### config.mk
export PLATFORM = sky130hd
export DESIGN_NAME = adc_scan_seq
export DESIGN_NICKNAME = d
export VERILOG_FILES = /design/src/rtl/adc_scan_pkg.sv /design/src/rtl/adc_scan_ctl.sv /design/src/rtl/adc_scan_fsm.sv /design/src/rtl/adc_scan_results.sv /design/src/rtl/adc_scan_seq.sv
export SDC_FILE = /design/constraint.sdc
export NUM_CORES = 1
export LEC_CHECK = 0
export ABC_AREA = 0
export ABC_CLOCK_PERIOD_IN_PS = 1340
export BUFFER_PORTS_ARGS = -buffer_cell sky130_fd_sc_hd__buf_4
export CAP_MARGIN = 20
export CORE_ASPECT_RATIO = 1.25
export CORE_MARGIN = 5
export CORE_UTILIZATION = 45
export CTS_BUF_LIST = sky130_fd_sc_hd__clkbuf_16
export DETAILED_ROUTE_END_ITERATION = 8
export PLACE_DENSITY = 0.82
export SYNTH_ARGS = -nofsm -noshare
export SYNTH_HDL_FRONTEND = slang
export SYNTH_SLANG_ARGS = --single-unit
### constraint.sdc
create_clock -name clk -period 1.34 [get_ports clk]
set_input_delay 0.201 -clock clk [delete_from_list [all_inputs] [get_ports clk]]
set_output_delay 0.201 -clock clk [all_outputs]
set_load 0.03 [all_outputs]
### src/rtl/adc_scan_pkg.sv
package adc_scan_pkg;

    typedef enum logic [1:0] {
        ST_IDLE   = 2'd0,
        ST_LAUNCH = 2'd1,
        ST_WAIT   = 2'd2,
        ST_FINISH = 2'd3
    } scan_state_t;

    // control word bit positions below the span field
    localparam int unsigned POS_GO    = 0;
    localparam int unsigned POS_MULTI = 1;
    localparam int unsigned POS_SPAN  = 2;

endpackage

### src/rtl/adc_scan_ctl.sv
module adc_scan_ctl #(
    parameter int unsigned CH_W = 2,
    localparam int unsigned WD_W = 4 + CH_W
) (
    input  logic            clk,
    input  logic            rst_n,
    input  logic            ctl_we,
    input  logic [WD_W-1:0] ctl_wdata,
    input  logic            finish,
    output logic            go_q,
    output logic            multi_q,
    output logic [CH_W-1:0] span_q,
    output logic            ien_q,
    output logic            done_q
);
    import adc_scan_pkg::*;

    localparam int unsigned POS_IEN  = POS_SPAN + CH_W;
    localparam int unsigned POS_DONE = POS_IEN + 1;

    always_ff @(posedge clk) begin
        if (!rst_n) begin
            go_q    <= 1'b0;
            multi_q <= 1'b0;
            span_q  <= '0;
            ien_q   <= 1'b0;
            done_q  <= 1'b0;
        end else begin
            if (ctl_we) begin
                go_q    <= ctl_wdata[POS_GO];
                multi_q <= ctl_wdata[POS_MULTI];
                span_q  <= ctl_wdata[POS_SPAN +: CH_W];
                ien_q   <= ctl_wdata[POS_IEN];
                if (!ctl_wdata[POS_DONE]) begin
                    done_q <= 1'b0;
                end
            end
            // hardware completion wins over a same-cycle software write
            if (finish) begin
                go_q   <= 1'b0;
                done_q <= 1'b1;
            end
        end
    end

endmodule

### src/rtl/adc_scan_fsm.sv
module adc_scan_fsm #(
    parameter int unsigned CH_W = 2
) (
    input  logic            clk,
    input  logic            rst_n,
    input  logic            go,
    input  logic            multi,
    input  logic [CH_W-1:0] span,
    input  logic            conv_done,
    output logic            conv_start,
    output logic [CH_W-1:0] conv_ch,
    output logic            store_en,
    output logic            finish
);
    import adc_scan_pkg::*;

    scan_state_t     state_q, state_d;
    logic [CH_W-1:0] cur_q, cur_d;
    logic [CH_W-1:0] last_q, last_d;

    // state register
    always_ff @(posedge clk) begin
        if (!rst_n) begin
            state_q <= ST_IDLE;
            cur_q   <= '0;
            last_q  <= '0;
        end else begin
            state_q <= state_d;
            cur_q   <= cur_d;
            last_q  <= last_d;
        end
    end

    // next state
    always_comb begin
        state_d = state_q;
        cur_d   = cur_q;
        last_d  = last_q;
        unique case (state_q)
            ST_IDLE: begin
                if (go) begin
                    state_d = ST_LAUNCH;
                    cur_d   = multi ? '0 : span;
                    last_d  = span;
                end
            end
            ST_LAUNCH: begin
                state_d = ST_WAIT;
            end
            ST_WAIT: begin
                if (conv_done) begin
                    if (!go) begin
                        state_d = ST_IDLE;
                    end else if (cur_q == last_q) begin
                        state_d = ST_FINISH;
                    end else begin
                        state_d = ST_LAUNCH;
                        cur_d   = cur_q + 1'b1;
                    end
                end
            end
            ST_FINISH: begin
                state_d = ST_IDLE;
            end
        endcase
    end

    // outputs
    always_comb begin
        conv_start = 1'b0;
        store_en   = 1'b0;
        finish     = 1'b0;
        conv_ch    = cur_q;
        unique case (state_q)
            ST_IDLE:   ;
            ST_LAUNCH: conv_start = 1'b1;
            ST_WAIT:   store_en   = conv_done & go;
            ST_FINISH: finish     = 1'b1;
        endcase
    end

endmodule

### src/rtl/adc_scan_results.sv
module adc_scan_results #(
    parameter int unsigned NUM_CH = 4,
    parameter int unsigned DATA_W = 10,
    localparam int unsigned CH_W = (NUM_CH > 1) ? $clog2(NUM_CH) : 1
) (
    input  logic                     clk,
    input  logic                     rst_n,
    input  logic                     store_en,
    input  logic [CH_W-1:0]          store_ch,
    input  logic [DATA_W-1:0]        store_data,
    output logic [NUM_CH*DATA_W-1:0] res_flat
);

    for (genvar gi = 0; gi < NUM_CH; gi++) begin : g_slot
        logic [DATA_W-1:0] slot_q;

        always_ff @(posedge clk) begin
            if (!rst_n) begin
                slot_q <= '0;
            end else if (store_en && (store_ch == CH_W'(gi))) begin
                slot_q <= store_data;
            end
        end

        assign res_flat[gi*DATA_W +: DATA_W] = slot_q;
    end

endmodule

### src/rtl/adc_scan_seq.sv
module adc_scan_seq #(
    parameter int unsigned NUM_CH = 4,
    parameter int unsigned DATA_W = 10,
    localparam int unsigned CH_W = (NUM_CH > 1) ? $clog2(NUM_CH) : 1,
    localparam int unsigned WD_W = 4 + CH_W
) (
    input  logic                     clk,
    input  logic                     rst_n,
    input  logic                     ctl_we,
    input  logic [WD_W-1:0]          ctl_wdata,
    output logic                     conv_start,
    output logic [CH_W-1:0]          conv_ch,
    input  logic                     conv_done,
    input  logic [DATA_W-1:0]        conv_data,
    output logic                     stat_go,
    output logic                     stat_done,
    output logic                     irq_req,
    output logic [NUM_CH*DATA_W-1:0] res_flat
);

    logic            go_q, multi_q, ien_q, done_q;
    logic [CH_W-1:0] span_q;
    logic            store_en, finish;

    adc_scan_ctl #(.CH_W(CH_W)) u_ctl (
        .clk       (clk),
        .rst_n     (rst_n),
        .ctl_we    (ctl_we),
        .ctl_wdata (ctl_wdata),
        .finish    (finish),
        .go_q      (go_q),
        .multi_q   (multi_q),
        .span_q    (span_q),
        .ien_q     (ien_q),
        .done_q    (done_q)
    );

    adc_scan_fsm #(.CH_W(CH_W)) u_fsm (
        .clk        (clk),
        .rst_n      (rst_n),
        .go         (go_q),
        .multi      (multi_q),
        .span       (span_q),
        .conv_done  (conv_done),
        .conv_start (conv_start),
        .conv_ch    (conv_ch),
        .store_en   (store_en),
        .finish     (finish)
    );

    adc_scan_results #(.NUM_CH(NUM_CH), .DATA_W(DATA_W)) u_res (
        .clk        (clk),
        .rst_n      (rst_n),
        .store_en   (store_en),
        .store_ch   (conv_ch),
        .store_data (conv_data),
        .res_flat   (res_flat)
    );

    assign stat_go   = go_q;
    assign stat_done = done_q;
    assign irq_req   = done_q & ien_q;

endmodule

Yosys cells after proc, flatten, opt, wreduce, memory -nomap -nowiden:

Index checks and enable logic that the tools add are counted.

* bitwise gates (word level): 3
* reductions and logical operators: 13
* muxes and demuxes: 17
* add/sub/neg operators: 1
* equal/unequal tests: 12

Operators by type and width (count)
* 2-to-1 mux 2 bit: 9
* == test 2 bit, second input constant: 4
* inequality test 2 bit, second input constant: 4
* case mux 2 bit (4 select lines): 1
* 2-to-1 mux 1 bit: 6
* AND reduction 2 bit: 3
* AND reduction 5 bit: 1
* == test 2 x 1 -> 1 bit, second input constant: 2
* logical AND 1 bit: 4
* logical NOT 2 bit: 2
* case mux 2 bit (2 select lines): 1
* nonzero test 2 bit: 2
* adder 2 x 1 -> 2 bit, second input constant: 1
* AND 1 bit: 2
* == test 2 bit: 1
* inequality test 2 x 1 -> 1 bit, second input constant: 1
* OR reduction 2 bit: 1
* inverter 1 bit: 1

* register bits after elaboration: 52
* input bits: 20

Logic depth before layout (Yosys ltp):

Gate-level depths: netlist (run 1).

* word-level depth: 5
* mapped depth: 5
* gate-level depth less buffers: 5

Modules after synthesis:

A second synthesis (run 1) with hierarchy kept.

* cell total of the unflattened synthesis: 201
* area, all modules: 2015.7 µm²

Modules (own cells, without submodules)
* adc_scan_results: cells an instance 144, area each 1470.2 µm², instances 1
* adc_scan_fsm: cells an instance 36, area each 304.0 µm², instances 1
* adc_scan_ctl: cells an instance 20, area each 235.2 µm², instances 1
* adc_scan_seq: cells an instance 1, area each 6.3 µm², instances 1

Worst setup path after synthesis (run 1):

OpenSTA, ideal clock, no wires.

* path kind: flip-flop to flip-flop
* from: register u_fsm.cur_q[0] (netlist: u_fsm.conv_ch[0])
* to: register u_fsm.cur_q[1] (netlist: u_fsm.conv_ch[1])
* cell stages (with the launch flop): 6
* required time: 1.195 ns
* setup slack: -0.335 ns
* clock period less this slack: 1.675 ns
* data arrival time: 1.530 ns
* buffers on the path: 0
* library setup time: 0.145 ns
* cell sequence: dfxtp_1 -> inv_1 -> ha_1 -> and3b_1 -> a2111oi_0 -> a221oi_1

* word-level cells in the longest chain between the ends: 5

Ends and longest elaborated chain
* start: declaration: RTL line adc_scan_fsm.sv:18 `logic [CH_W-1:0] cur_q, cur_d;`
* start signal: assignment: RTL line adc_scan_fsm.sv:29 `cur_q <= cur_d;`
* adder 2 x 1 -> 2 bit: RTL line adc_scan_fsm.sv:58 `cur_d = cur_q + 1'b1;`
* 2-to-1 mux 2 bit: RTL line adc_scan_fsm.sv:54 `end else if (cur_q == last_q) begin`
* 2-to-1 mux 2 bit: RTL line adc_scan_fsm.sv:52 `if (!go) begin`
* 2-to-1 mux 2 bit: RTL line adc_scan_fsm.sv:51 `if (conv_done) begin`
* case mux 2 bit (2 select lines): RTL line adc_scan_fsm.sv:39 `unique case (state_q)`

Parallel ways exist; a longest one is shown, timed or not. The select of a mux whose other input is x is not followed.
A chain may end at the register's enable or synchronous reset.

Final worst setup path (run 1):

* from: register u_fsm.cur_q[1] (netlist: u_fsm.conv_ch[1])
* to: register u_fsm.cur_q[1] (netlist: u_fsm.conv_ch[1])

Same word-level chain as after synthesis.

==> flow_summary.json, run 1 <==
{
  "yosysTopAreaCellShare_pct": 49.61,
  "grt_max_degree": 41,
  "antenna_left": 0,
  "rows": 27,
  "final_max_slew_viol_count": 0,
  "synth_xor_area_share_pct": 0.8348,
  "min_period_ns": 1.337,
  "regToRegEndpoint": "u_fsm.conv_ch[1]$_SDFFE_PN0P_",
  "tightest_slew_ns": 0.4166,
  "required_ns": 1.52,
  "nets": 340,
  "startpoint_type": "flop",
  "drc": 0,
  "syn-num-nets": 273,
  "synth_area_leaders": "dfxtp_1, a21oi_1, o21ai_0, nand3_1, clkbuf_1",
  "crit_end": "u_fsm.conv_ch[1]$_SDFFE_PN0P_",
  "vias": 2081,
  "skew_ns": 0.006685,
  "viasPerCell": 5.549,
  "endpoint_kind": "flop",
  "grt_pass1_vias": 1911,
  "async_flop_share_pct": 0,
  "drtPass1Iterations": 4,
  "slew_headroom_pct": 72.17,
  "die-height_um": 86.35,
  "clk_path_buf_depth": 2,
  "drive_above_1_share_pct": 30.91,
  "synthCells": 249,
  "crit_arrival_ns": 1.52,
  "die_area_um2": 6137,
  "synth-seq-cells": 52,
  "grt_pass1_wl_mm": 9.515,
  "antenna_found_initial": 0,
  "cts_tree": "yes",
  "synth-adder-area-share_pct": 2.385,
  "synth_edf_count": 0,
  "cts_buffers": 5,
  "worst-setup-path-type": "flop to flop",
  "synth_top_family_by_area": "compound AO/OA/AOI/OAI gates",
  "netlist_area_um2": 2098,
  "finalSetupTns_ns": 0,
  "fp.coreArea_um2": 4459,
  "cap_violations": 0,
  "finalHoldViolCount": 0,
  "power_density_nw_per_um2": 1094,
  "fmaxAchievable_mhz": 747.7,
  "syn_to_final_growth_pct": 39.59,
  "fin_crit_sh_pct": 99.81,
  "cts.sinks": 52,
  "io_buffers": 65,
  "finalPower_mw": 3.205,
  "root_buffer": "clkbuf_16",
  "r2r_cells": 5,
  "synth_flop_cell": "dfxtp_1",
  "synthSimpleGateAreaFrac_pct": 15.92,
  "yosysWarnings": 0,
  "h-tree-depth": 2,
  "wl_per_cell_um": 15.64,
  "p_leak_nw": 1.173,
  "clkLatencyLatePin_ns": 0.29,
  "crit_path_start": "u_fsm.conv_ch[1]$_SDFFE_PN0P_",
  "setup_viol": 0,
  "initial_core_util_pct": 47.05,
  "worst_hold_path_type": "input port to flop",
  "rrSetupSlack_ns": 0.003,
  "synthMuxAreaShare_pct": 2.385,
  "ioPinCount": 66,
  "globalplace.congestion": 0.7832,
  "status": "complete, no violations",
  "grt_use_total_pct": 19.05,
  "clk_pin_slew_ns": 0.06,
  "wirelength_mm": 5.866,
  "num_antenna_cells": 0,
  "synth_area_per_cell_um2": 8.427,
  "die_w_um": 71.08,
  "peakVddDrop_uv": 844.5,
  "path_max_fanout": 4,
  "stdcell_count": 375,
  "hold_buffers": 0,
  "synth_most_common_cell": "dfxtp_1",
  "ys_types": 26,
  "synth_compound_area_share_pct": 23.32,
  "drt_iter0_drc": 296,
  "yosysTopAreaCell": "dfxtp_1",
  "grt-ovfl-total": 0,
  "dp_hpwl_mm": 3.993,
  "yosys-top-cells-count": "dfxtp_1, a21oi_1, o21ai_0, nand3_1, clkbuf_1",
  "seq_area_frac_synth_pct": 49.61,
  "rr_startpoint": "u_fsm.conv_ch[1]$_SDFFE_PN0P_",
  "hold_ws_ns": 0.1477,
  "place_inst": 364,
  "rsz0062_at_grt": "yes"
}
-- worst min-delay path by stage --
stage	start	end	cells past startpoint	slack [ns]
floorplan	rst_n	u_ctl.go_q$_SDFFE_PP0P_	2	0.31
finish	ctl_wdata[3]	u_ctl.span_q[1]$_SDFFE_PN0P_	3	0.15
detailed placement	ctl_wdata[3]	u_ctl.span_q[1]$_SDFFE_PN0P_	3	0.44
global route	ctl_wdata[4]	u_ctl.ien_q$_SDFFE_PN0P_	3	0.16
global placement	rst_n	u_fsm.state_q[1]$_SDFFE_PN0P_	3	0.43
CTS	ctl_wdata[3]	u_ctl.span_q[1]$_SDFFE_PN0P_	3	0.15
-- cell type report --
| cell class | instances | area, um2 |
|---|---|---|
| fill | 413 | 1530 |
| sequential | 52 | 1052 |
| multi-input combinational | 168 | 964.7 |
| timing repair buffer | 80 | 646.9 |
| clock buffer | 6 | 150.1 |
| tap | 58 | 72.57 |
| inverter | 9 | 33.78 |
| clock inverter | 2 | 8.758 |
-- where the power goes --
group	switching, mW	internal, mW
clock network	0.542	0.796
logic	0.171	0.116
registers	0.0172	1.56
-- routing by layer --
| metal | GRT usage, % | routed length, um | up-vias |
|---|---|---|---|
| met5 | 0 | 0 | - |
| met4 | 7.009 | 95 | 0 |
| met3 | 4.988 | 441 | 7 |
| met2 | 31.73 | 2941 | 76 |
| met1 | 23.59 | 2387 | 976 |
| li1 | - | - | 1022 |
-- logic make-up (layout without fill, tap and decap cells) --
| family | count (synthesis) | in the layout |
|---|---|---|
| compound gates | 93 | 93 |
| simple gates | 64 | 64 |
| flops | 52 | 52 |
| buf+inv | 29 | 97 |
| mux | 5 | 5 |
| fa+ha+maj | 4 | 4 |
| xor+xnor | 2 | 2 |
-- sequential cells by signal, summed over array words and instances, names as in the netlist --
| register | flops |
|---|---|
| u_fsm.state_q | 2 |
| u_res.g_slot.slot_q | 40 |
| u_ctl.multi_q | 1 |
| u_ctl.done_q | 1 |
| u_fsm.last_q | 2 |
| u_ctl.go_q | 1 |
| u_fsm.conv_ch | 2 |
| u_ctl.span_q | 2 |
| u_ctl.ien_q | 1 |
-- layout by cell type, fill, tap and decap left out, drive strengths merged --
master   synthesis  final
and3b            1      1
o31ai            1      1
and4b            1      1
and2             1      1
nand2            5      5
a221oi           2      2
nor2b            4      4
xnor2            2      2
clkbuf          14      7
inv              8      9
a2111oi          2      2
a31oi            1      1
mux2i            5      5
clkinv           1      2
a311o            1      1
o21ai           43     43
nor3             1      1
a21oi           43     43
nand3           41     41
nor2             5      5
dfxtp           52     52
nand4b           1      1
buf              6     79
nor3b            2      2
ha               4      4
nand2b           2      2
-- through the flow --
stage               setup WS (ns)  utilization (%)  cell area, um2
finish                   0.002580            65.68            2929
global route             -0.08676            65.68            2929
CTS                     0.0002843            64.67            2884
detailed placement       -0.01888            60.69            2706
global placement          0.02273            60.69            2706
floorplan                -0.03554                -            2113
-- worst max-delay path, stage by stage (launching register included) --
cell and delay [ns]:
dfxtp_4 0.36, inv_1 0.07, ha_1 0.27, and3b_1 0.20, a2111oi_4 0.04, a221oi_1 0.29
-- repair_timing --
item | CTS | global route
setup endpoints to repair | 2 | 28
gates cloned | 0 | 1
gates resized for setup | 2 | 8
pin swaps | 1 | 0
setup buffers | 2 | 0
Note: power is estimated with default switching activity, not from simulation.
==> run 2, diff against run 1 <==
--- a/config.mk
+++ b/config.mk
@@ -6,15 +6,15 @@
 export NUM_CORES = 1
 export LEC_CHECK = 0
 export ABC_AREA = 0
-export ABC_CLOCK_PERIOD_IN_PS = 1340
+export ABC_CLOCK_PERIOD_IN_PS = 1710
 export BUFFER_PORTS_ARGS = -buffer_cell sky130_fd_sc_hd__buf_4
 export CAP_MARGIN = 20
 export CORE_ASPECT_RATIO = 1.25
 export CORE_MARGIN = 5
-export CORE_UTILIZATION = 45
+export CORE_UTILIZATION = 51
 export CTS_BUF_LIST = sky130_fd_sc_hd__clkbuf_16
 export DETAILED_ROUTE_END_ITERATION = 8
-export PLACE_DENSITY = 0.82
+export PLACE_DENSITY = 0.87
 export SYNTH_ARGS = -nofsm -noshare
 export SYNTH_HDL_FRONTEND = slang
 export SYNTH_SLANG_ARGS = --single-unit
==> constraint.sdc (replaced) <==
create_clock -name clk -period 1.71 [get_ports clk]
set_input_delay 0.2565 -clock clk [delete_from_list [all_inputs] [get_ports clk]]
set_output_delay 0.2565 -clock clk [all_outputs]
set_load 0.03 [all_outputs]
==> flow_summary.json, run 2 (synthesis results as in run 1) <==
{
  "status": "complete, no violations",
  "pwr-share-clk_pct": 49.5,
  "cts_buffers": 5,
  "drtPass1Iterations": 8,
  "die_w_um": 67.37,
  "cts_setup_buffers": 0,
  "num-fill-cells": 322,
  "postPlaceCellArea_um2": 2624,
  "clk_pin_slew_ns": 0.06,
  "finalSetupTns_ns": 0,
  "sw_frac_of_total_pct": 19.86,
  "h-tree-depth": 2,
  "largest_reg_flops": 40,
  "grt_use_total_pct": 21.49,
  "peakVddDrop_uv": 644.4,
  "nets": 330,
  "worst-setup-path-type": "flop to flop",
  "setup_slack_ns": 0.1407,
  "crit_arrival_ns": 1.71,
  "power_density_nw_per_um2": 1002,
  "min_period_ns": 1.569,
  "drt_iter0_drc": 322,
  "cts_tree": "yes",
  "vias": 2122,
  "tightest_slew_ns": 0.4684,
  "ioPinCount": 66,
  "startpoint_type": "flop",
  "grt-ovfl-total": 0,
  "fin_crit_sh_pct": 91.77,
  "finish.instance_area_um2": 2848,
  "final_max_slew_viol_count": 0,
  "skew_ns": 0.004669,
  "initial_core_util_pct": 52.02,
  "io_buffers": 65,
  "grt_pass1_vias": 1916,
  "p_int_mw": 2.286,
  "die-height_um": 81.72,
  "num_antenna_cells": 0,
  "die_area_um2": 5505,
  "hold_ws_ns": 0.1953,
  "hold_buffers": 0,
  "antenna_left": 0,
  "drc": 0,
  "p_seq_share_pct": 43.5,
  "layout_common_cells": "buf_4, dfxtp_1, o21ai_0, a21oi_1, nand3_1",
  "fmaxAchievable_mhz": 637.2,
  "rows": 26,
  "slew_headroom_pct": 67.97,
  "p_leak_nw": 1.121,
  "place_ws_ns": 0.1335,
  "path_max_fanout": 5,
  "seq_area_um2": 1041,
  "finalHoldViolCount": 0,
  "final_common_cell": "buf_4",
  "grt_max_degree": 41,
  "cap_violations": 0,
  "clkLatencyLatePin_ns": 0.29,
  "fp.coreArea_um2": 4034,
  "globalplace.congestion": 0.8625,
  "antenna_found_initial": 0,
  "multiInputGateArea_um2": 949.7,
  "rsz0062_at_grt": "no",
  "cts.sinks": 52,
  "clk_path_buf_depth": 2,
  "syn_to_final_growth_pct": 35.72,
  "endpoint_kind": "flop",
  "wirelength_mm": 5.770,
  "netSwitchingPower_mw": 0.5663,
  "viasPerCell": 5.846,
  "regMostFlops": "u_res.g_slot.slot_q",
  "worst_hold_path_type": "input port to flop",
  "root_buffer": "clkbuf_16",
  "dp_hpwl_mm": 3.937,
  "grt_pass1_wl_mm": 9.101,
  "required_ns": 1.85,
  "wl_per_cell_um": 15.90,
  "p_comb_share_pct": 7.0,
  "drive_above_1_share_pct": 26.38,
  "setup_viol": 0
}
-- run 2: worst paths after layout --
| check | startpoint | endpoint | slack (ns) | depth (start not counted) |
|---|---|---|---|---|
| max | u_fsm.conv_ch[1]$_SDFFE_PN0P_ | u_fsm.conv_ch[1]$_SDFFE_PN0P_ | 0.14 | 5 |
| min | rst_n | u_fsm.state_q[1]$_SDFFE_PN0P_ | 0.20 | 3 |
| max reg2reg | u_fsm.conv_ch[1]$_SDFFE_PN0P_ | u_fsm.conv_ch[1]$_SDFFE_PN0P_ | 0.14 | 5 |
| min reg2reg | u_res.g_slot[2].slot_q[0]$_SDFFE_PN0P_ | u_res.g_slot[2].slot_q[0]$_SDFFE_PN0P_ | 0.48 | 2 |
-- run 2: what timing repair did --
action                     4_1_cts  5_1_grt
setup endpoints to repair        0        5
hold endpoints to repair         0        0
gates resized for setup          0        4
-- run 2: power by group through the flow --
stage	registers (mW)	logic [mW]	clock network (mW)
2_1_floorplan	1.27	0.0938	0
3_3_place_gp	1.27	0.190	0
3_5_place_dp	1.27	0.191	0
4_1_cts	1.24	0.194	1.43
5_1_grt	1.24	0.215	1.47
6_report	1.24	0.201	1.41
-- run 2: layer usage --
layer / up-vias / share of wire [%] / track usage [%]
met5: - / 0 / 0
met4: 0 / 2.3 / 8.519
met3: 11 / 8.4 / 3.967
met2: 123 / 50 / 37.36
met1: 986 / 39 / 25.88
li1: 1002 / - / -
-- run 2: worst max-delay path, stage by stage, from the launching register on --
cell,delay (ns)
dfxtp_1,0.42
inv_1,0.11
ha_2,0.25
and3b_1,0.18
a2111oi_1,0.33
a221oi_1,0.13
-- run 2: final cells by class --
| cell class | count | share of cell area, % |
|---|---|---|
| multi-input combinational | 168 | 33.35 |
| timing repair buffer | 70 | 18.89 |
| inverter | 9 | 1.186 |
| clock buffer | 5 | 4.394 |
| tap | 56 | 2.460 |
| clock inverter | 3 | 3.163 |
| sequential | 52 | 36.56 |
-- run 2: stage by stage --
step           instances  util (%)  power, mW
3_5_place_dp         355     65.04      1.458
3_3_place_gp         355     65.04      1.457
2_1_floorplan        249         -      1.368
6_report             363     70.60      2.852
5_1_grt              363     70.60      2.928
4_1_cts              363     70.38      2.859
==> run 3, diff against run 2 <==
--- a/config.mk
+++ b/config.mk
@@ -6,8 +6,7 @@
 export NUM_CORES = 1
 export LEC_CHECK = 0
 export ABC_AREA = 0
-export ABC_CLOCK_PERIOD_IN_PS = 1710
-export BUFFER_PORTS_ARGS = -buffer_cell sky130_fd_sc_hd__buf_4
+export BUFFER_PORTS_ARGS = -buffer_cell sky130_fd_sc_hd__clkbuf_2
 export CAP_MARGIN = 20
 export CORE_ASPECT_RATIO = 1.25
 export CORE_MARGIN = 5
@@ -15,6 +14,7 @@
 export CTS_BUF_LIST = sky130_fd_sc_hd__clkbuf_16
 export DETAILED_ROUTE_END_ITERATION = 8
 export PLACE_DENSITY = 0.87
+export SLEW_MARGIN = 20
 export SYNTH_ARGS = -nofsm -noshare
 export SYNTH_HDL_FRONTEND = slang
 export SYNTH_SLANG_ARGS = --single-unit
==> flow_summary.json, run 3 (synthesis results as in run 1) <==
{
  "p_int_mw": 1.962,
  "clkLatencyLatePin_ns": 0.29,
  "setup_viol": 0,
  "drc": 0,
  "regMostFlops": "u_res.g_slot.slot_q",
  "antenna_left": 0,
  "worst_hold_path_type": "input port to flop",
  "seq_area_um2": 1041,
  "setup_slack_ns": 0.1413,
  "crit_chain": "buf_4 > ha_1 > inv_1 > o21ai_0 > a21oi_1",
  "top_layer_used": "met4",
  "slew_headroom_pct": 71.37,
  "p_seq_share_pct": 49.5,
  "drive_above_1_share_pct": 25.08,
  "largest_reg_flops": 40,
  "hold_buffers": 0,
  "grt_max_degree": 41,
  "rr_startpoint": "u_fsm.conv_ch[0]$_SDFFE_PN0P_",
  "die-height_um": 81.72,
  "min_period_ns": 1.569,
  "skew_ns": 0.004138,
  "syn_to_final_growth_pct": 25.22,
  "drt_iter0_drc": 327,
  "grt_pass1_vias": 1899,
  "min_from": "ctl_wdata[2]",
  "post-route-util_pct": 65.14,
  "min_to": "u_ctl.span_q[0]$_SDFFE_PN0P_",
  "sw_frac_of_total_pct": 21.66,
  "dp_hpwl_mm": 3.768,
  "h-tree-depth": 2,
  "multiInputGateArea_um2": 944.7,
  "netSwitchingPower_mw": 0.5426,
  "cts_buffers": 5,
  "die_w_um": 67.37,
  "crit_arrival_ns": 1.73,
  "worst-setup-path-type": "flop to flop",
  "crit_buf_inv": 2,
  "wirelength_mm": 5.297,
  "ioPinCount": 66,
  "peakVddDrop_uv": 513.1,
  "cap_violations": 0,
  "power_density_nw_per_um2": 953.3,
  "place_ws_ns": 0.1437,
  "regToRegEndpoint": "u_res.g_slot[3].slot_q[6]$_SDFFE_PN0P_",
  "finalHoldViolCount": 0,
  "max_stage_delay_ns": 0.38,
  "fp.coreArea_um2": 4034,
  "slowest_stage": "ha_1",
  "viasPerCell": 5.639,
  "layout_common_cells": "clkbuf_2, dfxtp_1, o21ai_0, a21oi_1, nand3_1",
  "initial_core_util_pct": 52.02,
  "fmaxAchievable_mhz": 637.5,
  "dr_wl_met3_um": 418,
  "path_max_fanout": 11,
  "grt_use_total_pct": 20.30,
  "final_common_cell": "clkbuf_2",
  "die_area_um2": 5505,
  "pwr-share-clk_pct": 43.3,
  "endpoint_kind": "flop",
  "clk_path_buf_depth": 2,
  "finalSetupTns_ns": 0,
  "nets": 330,
  "worstHoldPathCells": 3,
  "p_leak_nw": 1.049,
  "num-fill-cells": 339,
  "antenna_found_initial": 0,
  "wl_per_cell_um": 14.59,
  "root_buffer": "clkbuf_16",
  "grt-ovfl-total": 0,
  "drtPass1Iterations": 4,
  "cts.sinks": 52,
  "p_comb_share_pct": 7.2,
  "rows": 26,
  "grt_pass1_wl_mm": 8.542,
  "cp_top_family": "buffers and inverters",
  "fin_crit_sh_pct": 91.74,
  "startpoint_type": "flop",
  "io_buffers": 65,
  "globalplace.congestion": 0.8084,
  "wl_met1_mm": 2.157,
  "final_max_slew_viol_count": 0,
  "rsz0062_at_grt": "no",
  "cts_tree": "yes",
  "clk_pin_slew_ns": 0.06,
  "routed-wl-met2_mm": 2.566,
  "vias": 2047,
  "required_ns": 1.87,
  "status": "complete, no violations",
  "tightest_slew_ns": 0.4186,
  "r2r_cells": 5,
  "num_antenna_cells": 0,
  "cp.depth": 5,
  "rrSetupSlack_ns": 0.14
}
run 3: cell count changes in the layout (fill, tap and decap cells not counted), sizes merged:
cell | previous run | this run
buf | 70 | 5
bufinv | 3 | 1
clkbuf | 5 | 70
clkinv | 1 | 3
run 3: worst max-delay path by stage:
| stage | from | endpoint | slack (ns) |
|---|---|---|---|
| detailed placement | u_fsm.conv_ch[1]$_SDFFE_PN0P_ | u_fsm.conv_ch[1]$_SDFFE_PN0P_ | 0.14 |
| floorplan | u_fsm.conv_ch[0]$_SDFFE_PN0P_ | u_fsm.conv_ch[1]$_SDFFE_PN0P_ | 0.04 |
| finish | u_fsm.conv_ch[0]$_SDFFE_PN0P_ | u_res.g_slot[3].slot_q[6]$_SDFFE_PN0P_ | 0.14 |
| global route | u_fsm.conv_ch[0]$_SDFFE_PN0P_ | u_res.g_slot[3].slot_q[5]$_SDFFE_PN0P_ | 0.002 |
| global placement | u_fsm.conv_ch[1]$_SDFFE_PN0P_ | u_res.g_slot[0].slot_q[3]$_SDFFE_PN0P_ | 0.26 |
| CTS | u_fsm.conv_ch[1]$_SDFFE_PN0P_ | u_fsm.conv_ch[1]$_SDFFE_PN0P_ | 0.13 |
run 3: metrics by stage:
step | hold slack [ns] | power (mW) | cell area [um2] | std cells
after floorplan | 0.3650 | 1.368 | 2098 | 249
after global placement | 0.4589 | 1.442 | 2461 | 355
after detailed placement | 0.4662 | 1.444 | 2461 | 355
after CTS | 0.2035 | 2.523 | 2624 | 363
after global routing | 0.2278 | 2.588 | 2628 | 363
final | 0.2039 | 2.505 | 2628 | 363
run 3: area by class of cell:
cell class,instances,area share [%]
sequential,52,39.62
multi-input combinational,168,35.95
timing repair buffer,70,14.29
clock buffer,5,4.762
tap,56,2.667
clock inverter,3,1.429
inverter,9,1.286
run 3: worst min-delay path, stage by stage:
cell and delay (ns):
clkbuf_2 0.07, mux2i_1 0.05, nor2_1 0.07
run 3: power by group through the flow:
| stage | combinational (mW) | clock [mW] | sequential, mW |
|---|---|---|---|
| 2_1_floorplan | 0.0938 | 0 | 1.27 |
| 3_3_place_gp | 0.176 | 0 | 1.27 |
| 3_5_place_dp | 0.177 | 0 | 1.27 |
| 4_1_cts | 0.177 | 1.11 | 1.24 |
| 5_1_grt | 0.197 | 1.15 | 1.24 |
| 6_report | 0.180 | 1.08 | 1.24 |
run 3: metal layers:
layer	GRT usage, %	vias to the layer above
met5	0	-
met4	10.55	0
met3	3.694	12
met2	34.12	98
met1	24.40	931
li1	-	1006
run 3: timing repair:
action,in CTS,in global routing
endpoints found under the setup margin,0,2
gates resized for setup,0,2
setup buffers,0,0
